<file path="config.mk">
export PLATFORM = sky130hd
export DESIGN_NAME = lsu_align_unit
export DESIGN_NICKNAME = d
export VERILOG_FILES = /design/src/rtl/lsu_align_pkg.sv /design/src/rtl/lsu_addr_check.sv /design/src/rtl/lsu_store_lanes.sv /design/src/rtl/lsu_load_lanes.sv /design/src/rtl/lsu_align_unit.sv
export SDC_FILE = /design/constraint.sdc
export NUM_CORES = 1
export LEC_CHECK = 0
export ABC_AREA = 0
export BUFFER_PORTS_ARGS = -buffer_cell sky130_fd_sc_hd__buf_2
export CAP_MARGIN = 5
export CORE_UTILIZATION = 50
export DETAILED_ROUTE_END_ITERATION = 8
export PLACE_DENSITY_LB_ADDON = 0.12
export SYNTH_ARGS = -nofsm -noshare
export SYNTH_HDL_FRONTEND = slang
export SYNTH_HIERARCHICAL = 1
export SYNTH_SLANG_ARGS = --single-unit
</file>
<file path="constraint.sdc">
create_clock -name clk -period 7.4 [get_ports clk]
set_clock_uncertainty 0.15 [all_clocks]
set_input_delay 0 -clock clk [delete_from_list [all_inputs] [get_ports clk]]
set_output_delay 0 -clock clk [all_outputs]
set_load 0.005 [all_outputs]
</file>
<file path="src/rtl/lsu_align_pkg.sv">
package lsu_align_pkg;
   localparam int DATA_W = 32;
   localparam int LANES  = DATA_W / 8;
   localparam int LANE_W = $clog2(LANES);

   typedef enum logic [1:0] {
      SZ_BYTE = 2'd0,
      SZ_HALF = 2'd1,
      SZ_WORD = 2'd2
   } acc_size_e;

   typedef struct packed {
      logic      is_mem;
      logic      is_store;
      logic      is_signed;
      acc_size_e size;
   } acc_ctl_t;

   function automatic acc_ctl_t decode_op(input logic [7:0] op);
      acc_ctl_t c;
      c = '{is_mem: 1'b0, is_store: 1'b0, is_signed: 1'b0, size: SZ_BYTE};
      unique case (op)
         8'h03: c = '{1'b1, 1'b0, 1'b0, SZ_BYTE};
         8'h04: c = '{1'b1, 1'b0, 1'b1, SZ_BYTE};
         8'h05: c = '{1'b1, 1'b0, 1'b0, SZ_HALF};
         8'h06: c = '{1'b1, 1'b0, 1'b1, SZ_HALF};
         8'h07: c = '{1'b1, 1'b0, 1'b0, SZ_WORD};
         8'h08: c = '{1'b1, 1'b1, 1'b0, SZ_BYTE};
         8'h09: c = '{1'b1, 1'b1, 1'b0, SZ_HALF};
         8'h0A: c = '{1'b1, 1'b1, 1'b0, SZ_WORD};
         default: ;
      endcase
      return c;
   endfunction
endpackage

</file>
<file path="src/rtl/lsu_addr_check.sv">
module lsu_addr_check
   import lsu_align_pkg::*;
#(
   parameter int ADDR_W = 32,
   parameter int OFS_W  = 16
) (
   input  logic [ADDR_W-1:0] base,
   input  logic [OFS_W-1:0]  offset,
   input  acc_size_e         size,
   output logic [ADDR_W-1:0] addr,
   output logic              misaligned
);
   logic [ADDR_W-1:0] ofs_ext;

   // widen the offset, replicating its sign bit when narrower than the address
   generate
      if (OFS_W == ADDR_W) begin : g_ofs_full
         assign ofs_ext = offset;
      end else begin : g_ofs_sext
         assign ofs_ext = {{(ADDR_W-OFS_W){offset[OFS_W-1]}}, offset};
      end
   endgenerate

   assign addr = base + ofs_ext;

   always_comb begin
      unique case (size)
         SZ_HALF: misaligned = addr[0];
         SZ_WORD: misaligned = |addr[1:0];
         default: misaligned = 1'b0;
      endcase
   end
endmodule

</file>
<file path="src/rtl/lsu_store_lanes.sv">
module lsu_store_lanes
   import lsu_align_pkg::*;
(
   input  acc_size_e          size,
   input  logic [LANE_W-1:0]  lane,
   input  logic [DATA_W-1:0]  src,
   output logic [DATA_W-1:0]  wdata,
   output logic [LANES-1:0]   be
);
   // each lane picks its byte and enable from the access size
   generate
      for (genvar i = 0; i < LANES; i++) begin : g_lane
         localparam int HALF_IDX = i / 2;
         localparam int HB       = i % 2;
         always_comb begin
            unique case (size)
               SZ_BYTE: begin
                  wdata[8*i +: 8] = src[7:0];
                  be[i]           = (lane == LANE_W'(i));
               end
               SZ_HALF: begin
                  wdata[8*i +: 8] = src[8*HB +: 8];
                  be[i]           = (lane[1] == HALF_IDX[0]);
               end
               default: begin
                  wdata[8*i +: 8] = src[8*i +: 8];
                  be[i]           = 1'b1;
               end
            endcase
         end
      end
   endgenerate
endmodule

</file>
<file path="src/rtl/lsu_load_lanes.sv">
module lsu_load_lanes
   import lsu_align_pkg::*;
(
   input  acc_size_e          size,
   input  logic               sign_ext,
   input  logic [LANE_W-1:0]  lane,
   input  logic [DATA_W-1:0]  rdata,
   output logic [DATA_W-1:0]  data
);
   logic [7:0]  byte_v;
   logic [15:0] half_v;

   always_comb begin
      byte_v = rdata[{lane, 3'b000} +: 8];
      half_v = lane[1] ? rdata[31:16] : rdata[15:0];
      unique case (size)
         SZ_BYTE: data = {{(DATA_W-8){sign_ext & byte_v[7]}}, byte_v};
         SZ_HALF: data = {{(DATA_W-16){sign_ext & half_v[15]}}, half_v};
         default: data = rdata;
      endcase
   end
endmodule

</file>
<file path="src/rtl/lsu_align_unit.sv">
module lsu_align_unit
   import lsu_align_pkg::*;
#(
   parameter int ADDR_W = 32,
   parameter int OFS_W  = 16
) (
   input  logic              clk,
   input  logic              rst_n,
   input  logic              req_valid,
   input  logic [7:0]        req_opcode,
   input  logic [ADDR_W-1:0] req_base,
   input  logic [OFS_W-1:0]  req_offset,
   input  logic [31:0]       req_wsrc,
   output logic              mem_req,
   output logic              mem_we,
   output logic [ADDR_W-1:0] mem_addr,
   output logic [3:0]        mem_be,
   output logic [31:0]       mem_wdata,
   input  logic [31:0]       mem_rdata,
   output logic              load_valid,
   output logic [31:0]       load_data,
   output logic              misalign_fault
);
   generate
      if (OFS_W > ADDR_W) begin : g_bad_ofs
         $error("lsu_align_unit: OFS_W must not exceed ADDR_W");
      end
      if (ADDR_W < LANE_W + 1) begin : g_bad_addr
         $error("lsu_align_unit: ADDR_W too small for lane select");
      end
   endgenerate

   acc_ctl_t          ctl;
   logic [ADDR_W-1:0] eff_addr;
   logic              mis;
   logic [DATA_W-1:0] st_data;
   logic [LANES-1:0]  st_be;
   logic              go;

   assign ctl = decode_op(req_opcode);

   lsu_addr_check #(.ADDR_W(ADDR_W), .OFS_W(OFS_W)) u_addr (
      .base       (req_base),
      .offset     (req_offset),
      .size       (ctl.size),
      .addr       (eff_addr),
      .misaligned (mis)
   );

   lsu_store_lanes u_st (
      .size  (ctl.size),
      .lane  (eff_addr[LANE_W-1:0]),
      .src   (req_wsrc),
      .wdata (st_data),
      .be    (st_be)
   );

   assign go = req_valid & ctl.is_mem & ~mis;

   // stage 1: memory request; read side info held for the return cycle
   acc_size_e   s1_size, s2_size;
   logic        s1_signed, s2_signed;
   logic [LANE_W-1:0] s2_lane;

   always_ff @(posedge clk) begin
      if (!rst_n) begin
         mem_req        <= 1'b0;
         mem_we         <= 1'b0;
         mem_addr       <= '0;
         mem_be         <= '0;
         mem_wdata      <= '0;
         misalign_fault <= 1'b0;
         s1_size        <= SZ_BYTE;
         s1_signed      <= 1'b0;
      end else begin
         mem_req        <= go;
         mem_we         <= go & ctl.is_store;
         mem_be         <= (go & ctl.is_store) ? st_be : '0;
         misalign_fault <= req_valid & ctl.is_mem & mis;
         if (go) begin
            mem_addr  <= eff_addr;
            s1_size   <= ctl.size;
            s1_signed <= ctl.is_signed;
            if (ctl.is_store) mem_wdata <= st_data;
         end
      end
   end

   // stage 2: memory returns data; steering info moves along with it
   always_ff @(posedge clk) begin
      if (!rst_n) begin
         load_valid <= 1'b0;
         s2_size    <= SZ_BYTE;
         s2_signed  <= 1'b0;
         s2_lane    <= '0;
      end else begin
         load_valid <= mem_req & ~mem_we;
         s2_size    <= s1_size;
         s2_signed  <= s1_signed;
         s2_lane    <= mem_addr[LANE_W-1:0];
      end
   end

   logic [DATA_W-1:0] ld_ext;

   lsu_load_lanes u_ld (
      .size     (s2_size),
      .sign_ext (s2_signed),
      .lane     (s2_lane),
      .rdata    (mem_rdata),
      .data     (ld_ext)
   );

   assign load_data = load_valid ? ld_ext : '0;

   // ---------------- assertions ----------------
   assert_fault_quiet_R9: assert property (@(posedge clk) disable iff (!rst_n)
      misalign_fault |-> (!mem_req && mem_be == 4'b0000));

   assert_fault_no_load_R9: assert property (@(posedge clk) disable iff (!rst_n)
      misalign_fault |=> !load_valid);

   assert_req_decoded_R2: assert property (@(posedge clk) disable iff (!rst_n)
      mem_req |-> $past(req_valid && req_opcode >= 8'h03 && req_opcode <= 8'h0A));

   assert_be_store_only_R6: assert property (@(posedge clk) disable iff (!rst_n)
      (mem_be != 4'b0000) |-> (mem_req && mem_we));

   assert_be_shape_R7: assert property (@(posedge clk) disable iff (!rst_n)
      (mem_req && mem_we) |-> (mem_be inside {4'b0001, 4'b0010, 4'b0100, 4'b1000,
                                              4'b0011, 4'b1100, 4'b1111}));

   assert_load_return_R10: assert property (@(posedge clk) disable iff (!rst_n)
      (mem_req && !mem_we) |=> load_valid);

   assert_idle_data_R10: assert property (@(posedge clk) disable iff (!rst_n)
      !load_valid |-> (load_data == 32'h0));
endmodule

</file>
# Word-level counts from Yosys, hierarchy flattened
# Cells that the tools add are included.
[totals]
ff_bits = 80
latchBits = 0
mem_bits_rw = 0
romBits = 0
out_inout_bits = 104
mem_count = 0
[classes]
add_sub_neg = 1
mul = 0
div_mod_pow = 0
n_lt_le_gt_ge = 0
eq_ne = 14
shifts = 1
mux = 12
bitwise_logic = 10
n_reduce_logical = 7
[ops]
columns = ["operator", "count"]
rows = [
  ["$pmux 32 s2", 1],
  ["$pmux 5 s8", 1],
  ["$add 32x32->32", 1],
  ["$eq 8x3->1 const B", 4],
  ["$mux 32", 1],
  ["$shiftx 32x6->8", 1],
  ["$eq 8x4->1 const B", 3],
  ["$mux 16", 1],
  ["$mux 8", 2],
  ["$pmux 8 s2", 1],
  ["$pmux 1 s2", 5],
  ["$eq 8x2->1 const B", 1],
  ["$and 1x1->1", 7],
  ["$eq 2x1->1 const B", 3],
  ["$eq 2x2->1 const B", 3],
  ["$logic_not 2->1", 3],
  ["$reduce_and 2->1", 2],
  ["$reduce_or 2->1", 2],
  ["$not 1->1", 3],
]

# Longest topological paths before layout
# Gate-level depths: netlist of run 1.
[logic_depth]
word_depth = 8
depth_mapped = 13
mapped_depth_nobuf = 11

# Hierarchy
# The synthesis of run 1 kept the hierarchy.
[by_module_without_submodules]
columns = ["module", "instances", "cells_each", "area_each_um2"]
rows = [
  ["lsu_align_unit", 1, 336, 3315.7],
  ["lsu_addr_check", 1, 266, 1839.3],
  ["lsu_load_lanes", 1, 123, 705.7],
  ["lsu_store_lanes", 1, 60, 531.8],
]

# Worst setup path after synthesis of run 1
# OpenSTA, ideal clock, no wires.
[synth_path]
kind = "in2reg"
start = "input req_opcode[5]"
end = "register mem_addr[0]"
setup_time_ns = 0.121
t_arrival_ns = 2.240
required_time_ns = 7.129
path_slack_ns = 4.889
path_stages = 10
n_path_buf = 2
cell_sequence = "or4_4 nor2_1 inv_1 ha_1 a21oi_1 and2b_1 and3_1 buf_4 buf_4 mux2i_1"
[synth_rtl]
columns = ["item", "line", "text"]
rows = [
  ["start, declared", "lsu_align_unit.sv:10", "input logic [7:0] req_opcode,"],
  ["end signal, assigned", "lsu_align_unit.sv:81", "mem_addr <= eff_addr;"],
  ["end, declared", "lsu_align_unit.sv:16", "output logic [ADDR_W-1:0] mem_addr,"],
]

==> impl_results.md, run 1 <==
- Syn nets: 942
- GRT Total Usage: 0.2561
- RSZ-0062 raised after global routing: no
- CTS Buffer Depth: 2
- Routed via count: 6208
- Row count: 40
- GR Util met1: 0.3119
- HP Class: in2reg
- Combinational Power Share: 0.249
- Area growth from synthesis to layout: 28.93%
- Most Crowded Layer GR: met2
- Setup crit start: req_opcode[2]
- FF-to-FF End: s1_size[0]
- Met3 global-route usage: 0.05535
- Post-CTS setup buffers: 0
- Worst Path Required: 7480 ps
- Sink Count: 80
- Fin crit share: 0.5004
- Hold Vio Cnt, Final: 0
- Reg power frac: 0.362
- DR DRC count: 0
- IO Pins: 227
- Final instance area: 8242 µm²
- Final nets: 1184
- Clock share of power: 0.388
- Dpl cells: 1132
- WP data arrival: 3780 ps
- Post-synth ARST share: 0
- Worst-skew pair later-pin latency: 340 ps
- Seq cells post-synth: 80
- Drt initial violations: 318
- Sw power: 0.3548 mW
- Final setup viols: 0
- CTS tree: done
- CP max FO: 35
- Initial antenna violation count: 1
- Worst-Margin Slew: 1038 ps
- Core Region: 12210 µm²
- First-pass GRT wire length: 26940 µm
- Critical Path End: s1_size[0]
- Worst R2R Setup Slack: 6460 ps
- CP Class: in2reg
- GR met2 Demand/Resource: 0.4418
- Syn Area/Cell: 8.143 µm²
- Pwr per Cell Area: 145.6 nW/µm²
- Initial Util: 0.5235
- Outcome: completed
- Num CTS Buffers: 9
- Yosys cell types: 73
- Internal: 0.8450 mW
- Post-Synthesis Cells: 785
- Clk root buf: clkbuf_16
- Max-Cap Viols: 0
- Vias/cell: 5.173
- Remaining antenna violation count: 0
- Fmax: 0.2701 GHz
- Share of cells above drive strength 1: 0.2888
- Detailed Place HPWL: 12080 µm
- Post-Syn Area: 6392 µm²
- Power Total: 1.200 mW
- Tmin final: 3703 ps
- Crit path capture type: flop
- Max VDD drop: 0.1163 mV
- Max-slew violations: 0
- Hold_ws: 6.127 ps
- RR Startpoint: s1_size[0]
- Die height: 115.1 µm
- Placement-stage cell area: 7410 µm²
- R2R depth: 2
- Wire per inst: 14.22 µm
- Largest net degree at the start of global routing: 106
- DRT Wirelength: 17070 µm
- H-tree depth: 3
- Crit start category: primary input
- Pre-CTS WS: 3783 ps
- Die width: 115.1 µm
- Relative slew slack: 0.3082
- Post-route worst setup slack: 3697 ps
- Seq/Total Area, Yosys: 0.2505
- Post-Route Utilization: 0.6749
- First drt pass iteration count: 5
- Post-route insts no fill: 1200
- Synth Warn #: 6
- Port bufs: 226
- Vias in the first global route: 5684
- Setup TNS: 0 ps
- Die area: 13240 µm²
- Sw Ratio: 0.2957
- Leakage power: 4.100 nW
- GP Congestion: 0.9383
- Diodes inserted: 0
- Clock slew at reported path FFs: 60 ps
- Synth Flop Type: dfxtp_1
- GR Overflow Total: 0
- Number of enable flip-flop cells after synthesis: 0
## area by class of cell
class | count | area [µm²]
clock buffer | 9 | 225.2
clock inverter | 7 | 86.33
fill | 1085 | 3970
inverter | 15 | 56.30
multi-input combinational | 639 | 4380
sequential | 80 | 1602
tap | 168 | 210.2
timing repair buffer | 282 | 1682
## cells in the final DEF, fill, tap and decap left out, drive strengths merged, types with 5 or more instances in the layout
cell type | synthesis | layout
buf | 30 | 230
and2 | 39 | 39
clkbuf | 21 | 9
a221o | 9 | 9
xor2 | 11 | 11
a22oi | 7 | 7
o21ai | 25 | 25
ha | 33 | 33
mux2 | 18 | 18
o21bai | 7 | 7
o31ai | 7 | 7
inv | 15 | 20
a21o | 16 | 16
nor3 | 7 | 7
dlygate4sd3 | 0 | 52
xnor2 | 20 | 20
dfxtp | 80 | 80
nand3 | 10 | 10
a31oi | 5 | 5
a21oi | 39 | 39
nand2 | 166 | 166
nor2 | 33 | 33
nor2b | 42 | 42
nand2b | 9 | 9
mux2i | 77 | 77
## how the worst min path moves through the flow
stage	cells after the start	slack, ps	end	start
global route	5	10	mem_addr[11]	req_base[11]
detailed placement	3	100	misalign_fault	req_valid
CTS	5	2	mem_addr[2]	req_offset[2]
floorplan	2	-40	misalign_fault	req_valid
global placement	3	100	misalign_fault	req_valid
finish	5	6	mem_addr[2]	req_offset[2]
## worst max-delay path, cell delays in order
cell and delay, ps:
dlygate4sd3_1 540, buf_2 150, or2b_2 300, o21ai_0 210, and3_1 180, buf_4 370
inv_1 80, ha_1 180, nand2_1 50, a21oi_1 90, and2b_1 280, and3_2 900
mux2_2 410
## power by group through the flow
stage          registers (mW)  clock network (mW)  logic, mW
4_1_cts                 0.435               0.475      0.297
5_1_grt                 0.435               0.496      0.332
6_report                0.435               0.466      0.299
2_1_floorplan           0.444                   0      0.198
3_3_place_gp            0.445                   0      0.274
3_5_place_dp            0.445                   0      0.274
## state kept, by name, indices dropped and copies added, names as in the netlist
| signal | count |
|---|---|
| mem_addr | 32 |
| mem_wdata | 32 |
| mem_be | 4 |
| s1_size | 2 |
| s2_lane | 2 |
| s2_size | 2 |
| load_valid | 1 |
| mem_req | 1 |
| mem_we | 1 |
| misalign_fault | 1 |
| s1_signed | 1 |
| s2_signed | 1 |
## cells in the mapped netlist, drive strengths merged (4+ instances only)
cell type | count | area [µm²]
nand2 | 166 | 625.6
dfxtp | 80 | 1602
mux2i | 77 | 770.7
nor2b | 42 | 267.8
a21oi | 39 | 198.9
and2 | 39 | 244.0
ha | 33 | 412.9
nor2 | 33 | 131.4
buf | 30 | 276.5
o21ai | 25 | 155.1
clkbuf | 21 | 78.83
xnor2 | 20 | 175.2
mux2 | 18 | 202.7
a21o | 16 | 120.1
inv | 15 | 56.30
xor2 | 11 | 96.34
nand3 | 10 | 50.05
a221o | 9 | 100.1
nand2b | 9 | 63.81
a22oi | 7 | 57.55
nor3 | 7 | 46.30
o21bai | 7 | 52.55
o31ai | 7 | 57.55
a31oi | 5 | 31.28
a21boi | 4 | 33.78
nand4 | 4 | 25.02
nor4 | 4 | 25.02
o211ai | 4 | 30.03
## layer usage
layer  up-vias  part of all wire
met5         -                 0
met4         0             0.022
met3        31             0.055
met2       192              0.48
met1      2769              0.44
li1       3216                 -
## logic make-up after synthesis
group / synth area share
DFF: 0.2505
muxes: 0.1523
AOI/OAI and AO/OA: 0.1705
buffers and inverters: 0.06440
and+or+nand+nor: 0.2521
adders and majority gates: 0.06772
xor gates and xnor gates: 0.04247
## timing repair
action | in CTS | in global routing
hold buffers | 52 | 0
hold endpoints to repair | 39 | 0
gates resized for setup | 0 | 0
Power figures use the tool's default switching activity.
==> inputs of run 2 (changes only) <==
Clock period 7.4 ns to 3.75 ns, I/O delays scaled along.
==> run 2 against run 1 <==
Cell count is 0.17% higher. Combinational power is 99% higher. Highest routed layer unchanged. Clock power is 77% higher. Critical endpoint is now mem_wdata[8]. Non-clock buffer count is 3 higher.
==> impl_results.md, run 2 (synthesis results as in run 1) <==
- Buf/Inv on CP: 3
- GR Overflow Total: 0
- Commonest non-fill, non-tap cell in the layout: buf_2
- Max-Cap Viols: 0
- Post-CTS setup buffers: 0
- Fin crit share: 0.8726
- Met2 wire len: 8623 µm
- Outcome: completed
- Die width: 115.1 µm
- Clock slew at reported path FFs: 70 ps
- CTS tree: done
- CP Class: in2reg
- R2R depth: 2
- Die area: 13240 µm²
- CP cell instances: dlygate4sd3_1, buf_2, nor3b_1, a22oi_1, nor2_1, inv_1, ha_1, o21ai_0, a21oi_1, and2b_1, nand4bb_4, mux2i_1, nor2b_1
- Hold Vio Cnt, Final: 0
- CP Depth: 13
- Sink Count: 80
- RR Startpoint: s1_size[0]
- Relative slew slack: 0.3731
- DRT Wirelength: 17830 µm
- Crit start category: primary input
- H-tree depth: 3
- CP max FO: 32
- Hold_ws: 8.341 ps
- Leakage power: 4.094 nW
- Core Region: 12210 µm²
- GP Congestion: 0.8515
- Area growth from synthesis to layout: 28.69%
- RSZ-0062 raised after global routing: no
- Internal: 1.584 mW
- Row count: 40
- Worst Path Required: 3830 ps
- Fmax: 0.3056 GHz
- Routed via count: 6280
- Clock share of power: 0.362
- Slowest CP cell: nand4bb_4
- Share of cells above drive strength 1: 0.2892
- Sw power: 0.6939 mW
- First drt pass iteration count: 5
- Worst-skew pair later-pin latency: 340 ps
- Pwr per Cell Area: 276.9 nW/µm²
- Detailed Place HPWL: 12440 µm
- Clk root buf: clkbuf_16
- Tmin final: 3272 ps
- GRT Total Usage: 0.2676
- Diodes inserted: 0
- Setup crit start: req_opcode[0]
- First-pass GRT wire length: 28110 µm
- Combinational Power Share: 0.261
- Drt initial violations: 369
- Worst-Margin Slew: 940.4 ps
- Largest net degree at the start of global routing: 58
- Num CTS Buffers: 9
- Sw Ratio: 0.3047
- Top Registers: mem_addr x32, mem_wdata x32, mem_be x4
- CTS Buffer Depth: 2
- Vias/cell: 5.225
- Met3 WL: 917 µm
- Fillers: 1065
- DR DRC count: 0
- Crit path capture type: flop
- Reg power frac: 0.377
- Port bufs: 226
- Die height: 115.1 µm
- Max stage delay on crit path: 660 ps
- Final nets: 1187
- Max layer used: met4
- Initial antenna violation count: 1
- CP delay by family, top: simple AND/OR/NAND/NOR gates
- WL met1: 7847 µm
- FF-to-FF End: s1_size[0]
- Initial Util: 0.5235
- Max VDD drop: 0.1961 mV
- Critical Path End: mem_wdata[8]
- Post-Route Utilization: 0.6737
- Most frequent cells in the layout: buf_2, nand2_1, dfxtp_1
- WP data arrival: 3350 ps
- Vias in the first global route: 5692
- Wire per inst: 14.83 µm
- Remaining antenna violation count: 0
- Worst R2R Setup Slack: 2820 ps
- Final setup viols: 0
- Max-slew violations: 0
- IO Pins: 227
- HP Class: in2reg
- Setup TNS: 0 ps
## run 2: changes by cell type in the layout (fill, tap and decap cells not counted), sizes merged
| cell | change |
|---|---|
| clkinv | +3 |
| clkinvlp | +1 |
| bufinv | -1 |
| inv | -4 |
| buf | +2 |
| dlygate4sd3 | +1 |
## run 2: metal layers
layer  vias up  GRT usage
met5         -          0
met4         0     0.1022
met3        35    0.05430
met2       190     0.4594
met1      2835     0.3292
li1       3220          -
## run 2: final cells by class
| type | count | area (µm²) | area share |
|---|---|---|---|
| multi-input combinational | 639 | 4380 | 0.5325 |
| clock buffer | 9 | 225.2 | 0.02738 |
| inverter | 15 | 56.30 | 0.006844 |
| timing repair buffer | 285 | 1707 | 0.2075 |
| clock inverter | 6 | 46.29 | 0.005627 |
| sequential | 80 | 1602 | 0.1947 |
| tap | 168 | 210.2 | 0.02555 |
## run 2: timing repair
item / CTS / global route
gates resized for setup: 0 / 0
hold buffers: 53 / 0
endpoints found under the hold margin: 39 / 0
## run 2: power by group through the flow
stage,clock network [mW],logic [mW],registers [mW]
global route,0.875,0.654,0.858
CTS,0.837,0.587,0.858
global placement,0,0.543,0.877
finish,0.825,0.595,0.858
floorplan,0,0.391,0.877
detailed placement,0,0.542,0.877
## run 2: per-stage QoR
step | setup slack [ps] | power (mW) | std cells | instance area [µm²]
global placement | 699.0 | 1.420 | 1134 | 7425
CTS | 554.9 | 2.282 | 1202 | 8227
detailed placement | 622.9 | 1.419 | 1134 | 7425
global route | 118.4 | 2.388 | 1202 | 8227
floorplan | 1239 | 1.268 | 785 | 6392
finish | 477.7 | 2.278 | 1202 | 8227
## run 2: tightest hold or removal path: stages
cell	delay [ps]
buf_2	80
xor2_1	100
nor2_1	90
a311oi_1	90
nand2_1	50
mux2i_1	50
## run 2: worst min path at each step
stage                       start              to  slack (ps)  cells past startpoint
finish               req_base[31]    mem_addr[31]           8                      6
global route        req_offset[6]     mem_addr[6]          30                      5
CTS                  req_base[31]    mem_addr[31]           2                      6
detailed placement      req_valid  misalign_fault         100                      3
global placement        req_valid  misalign_fault          90                      3
floorplan               req_valid  misalign_fault         -40                      2
==> inputs of run 3 (changes only) <==
==> constraint.sdc (replaced) <==
create_clock -name clk -period 3.75 [get_ports clk]
set_clock_uncertainty 0.15 [all_clocks]
set_input_delay 0.9375 -clock clk [delete_from_list [all_inputs] [get_ports clk]]
set_output_delay 0.9375 -clock clk [all_outputs]
set_load 0.005 [all_outputs]
==> run 3 against run 2 <==
Final area fell by 5.1%. Cell count fell by 3.7%. Count of clock-buffer cells in the layout up 1. Critical path depth fell by 1. Die area stayed put. Non-clock buffer count shrank 46. Total power shrank 0.43%. Critical endpoint is now mem_addr[18].
==> impl_results.md, run 3 (synthesis results as in run 1) <==
- Num CTS Buffers: 9
- Largest net degree at the start of global routing: 63
- Drt initial violations: 353
- Area growth from synthesis to layout: 22.10%
- Vias/cell: 5.275
- Detailed Place HPWL: 12740 µm
- Met3 global-route usage: 0.04639
- Hold Vio Cnt, Final: 0
- CTS tree: done
- Multi-input logic area: 4380 µm²
- Share of cells above drive strength 1: 0.3104
- Worst-Margin Slew: 961.0 ps
- CP max FO: 5
- Pwr per Cell Area: 290.6 nW/µm²
- Fmax: 0.3004 GHz
- Most frequent cells in the layout: buf_2, nand2_1, dfxtp_1
- CP Depth: 12
- Outcome: completed
- Post-CTS setup buffers: 0
- Hold path depth: 2
- Tmin final: 3329 ps
- Die width: 115.1 µm
- Max VDD drop: 0.1795 mV
- Post-CTS Hold Buffers: 0
- Vias in the first global route: 5432
- Die area: 13240 µm²
- Max-Cap Viols: 0
- First-pass GRT wire length: 25600 µm
- Clock slew at reported path FFs: 60 ps
- Worst Path Required: 3870 ps
- Setup crit start: req_offset[0]
- IO Pins: 227
- Internal: 1.581 mW
- DRT Wirelength: 16290 µm
- CP Class: in2reg
- R2R depth: 2
- WP data arrival: 3450 ps
- Final setup viols: 0
- Hold path startpoint: s1_signed
- Remaining antenna violation count: 0
- Sink Count: 80
- HP Class: reg2reg
- Combinational Power Share: 0.244
- Final nets: 1141
- H-tree depth: 3
- GR met2 Demand/Resource: 0.4237
- Routed via count: 6109
- Commonest non-fill, non-tap cell in the layout: buf_2
- Max-slew violations: 0
- Crit start category: primary input
- Register area: 1602 µm²
- Clock share of power: 0.378
- Most frequent CP cell: a211o_1
- Most Crowded Layer GR: met2
- Core Region: 12210 µm²
- Row count: 40
- Dpl cells: 1141
- Worst-skew pair later-pin latency: 330 ps
- Buf/Inv on CP: 1
- Setup TNS: 0 ps
- RR Startpoint: s1_size[0]
- Port bufs: 226
- GRT Total Usage: 0.2423
- DR DRC count: 0
- Fillers: 1153
- Sw Ratio: 0.3027
- CTS Buffer Depth: 2
- Relative slew slack: 0.3593
- Initial antenna violation count: 1
- Wire per inst: 14.06 µm
- Reg power frac: 0.378
- RSZ-0062 raised after global routing: no
- Leakage power: 3.936 nW
- CP delay by family, top: compound AO/OA/AOI/OAI gates
- GR Util met1: 0.2946
- Top Registers: mem_addr x32, mem_wdata x32, mem_be x4
- Fin crit share: 0.8878
- First drt pass iteration count: 5
- Crit path capture type: flop
- CP cell instances: buf_2, ha_1, fa_1, a21o_1, a211o_1, a211o_1, a21boi_2, o21ai_1, a21oi_1, xnor2_1, nand2_1, mux2i_1
- Post-CTS resize count: 0
- GR Overflow Total: 0
- Slowest CP cell: fa_1
- Die height: 115.1 µm
- Clk root buf: clkbuf_16
- Sw power: 0.6863 mW
- Max stage delay on crit path: 410 ps
- GP Congestion: 0.8297
- Post-route insts no fill: 1158
- Initial Util: 0.5235
[run 3: layout make-up]
type	count	share of cell area
antenna	1	0.0003206
clock buffer	10	0.03062
clock inverter	6	0.006252
inverter	15	0.007214
multi-input combinational	639	0.5612
sequential	80	0.2052
tap	168	0.02693
timing repair buffer	239	0.1622
[run 3: tightest hold or removal path: stages, from the launching register on]
cell     delay (ps)
dfxtp_1         300
nand2_1          60
inv_1            50
[run 3: power by group through the flow]
stage	clock [mW]	combinational (mW)	sequential [mW]
after floorplan	0	0.391	0.877
after global placement	0	0.544	0.877
after detailed placement	0	0.545	0.877
after CTS	0.875	0.550	0.858
after global routing	0.911	0.615	0.858
final	0.857	0.553	0.858
[run 3: final timing paths]
path | slack, ps | end
worst max-delay path | 420 | mem_addr[18]
worst min-delay path | 280 | s2_signed
worst max register to register | 2810 | s1_size[0]
worst min register to register | 280 | s2_signed
[run 3: routing by layer]
layer | vias up | wire, µm
met5 | - | 0
met4 | 0 | 303
met3 | 23 | 1070
met2 | 214 | 7854
met1 | 2748 | 7058
li1 | 3124 | -
[run 3: stage by stage]
step                      total power, mW  area, µm²  worst slack [ps]  hold WS [ps]  utilization
final                               2.268       7805             420.8         284.3       0.6391
after global placement              1.421       7515             119.6         272.0       0.6154
after floorplan                     1.268       6392             301.5         253.6            -
after detailed placement            1.422       7515             79.58         274.6       0.6154
after CTS                           2.282       7802             437.2         288.2       0.6389
after global routing                2.383       7802             204.4         319.1       0.6389
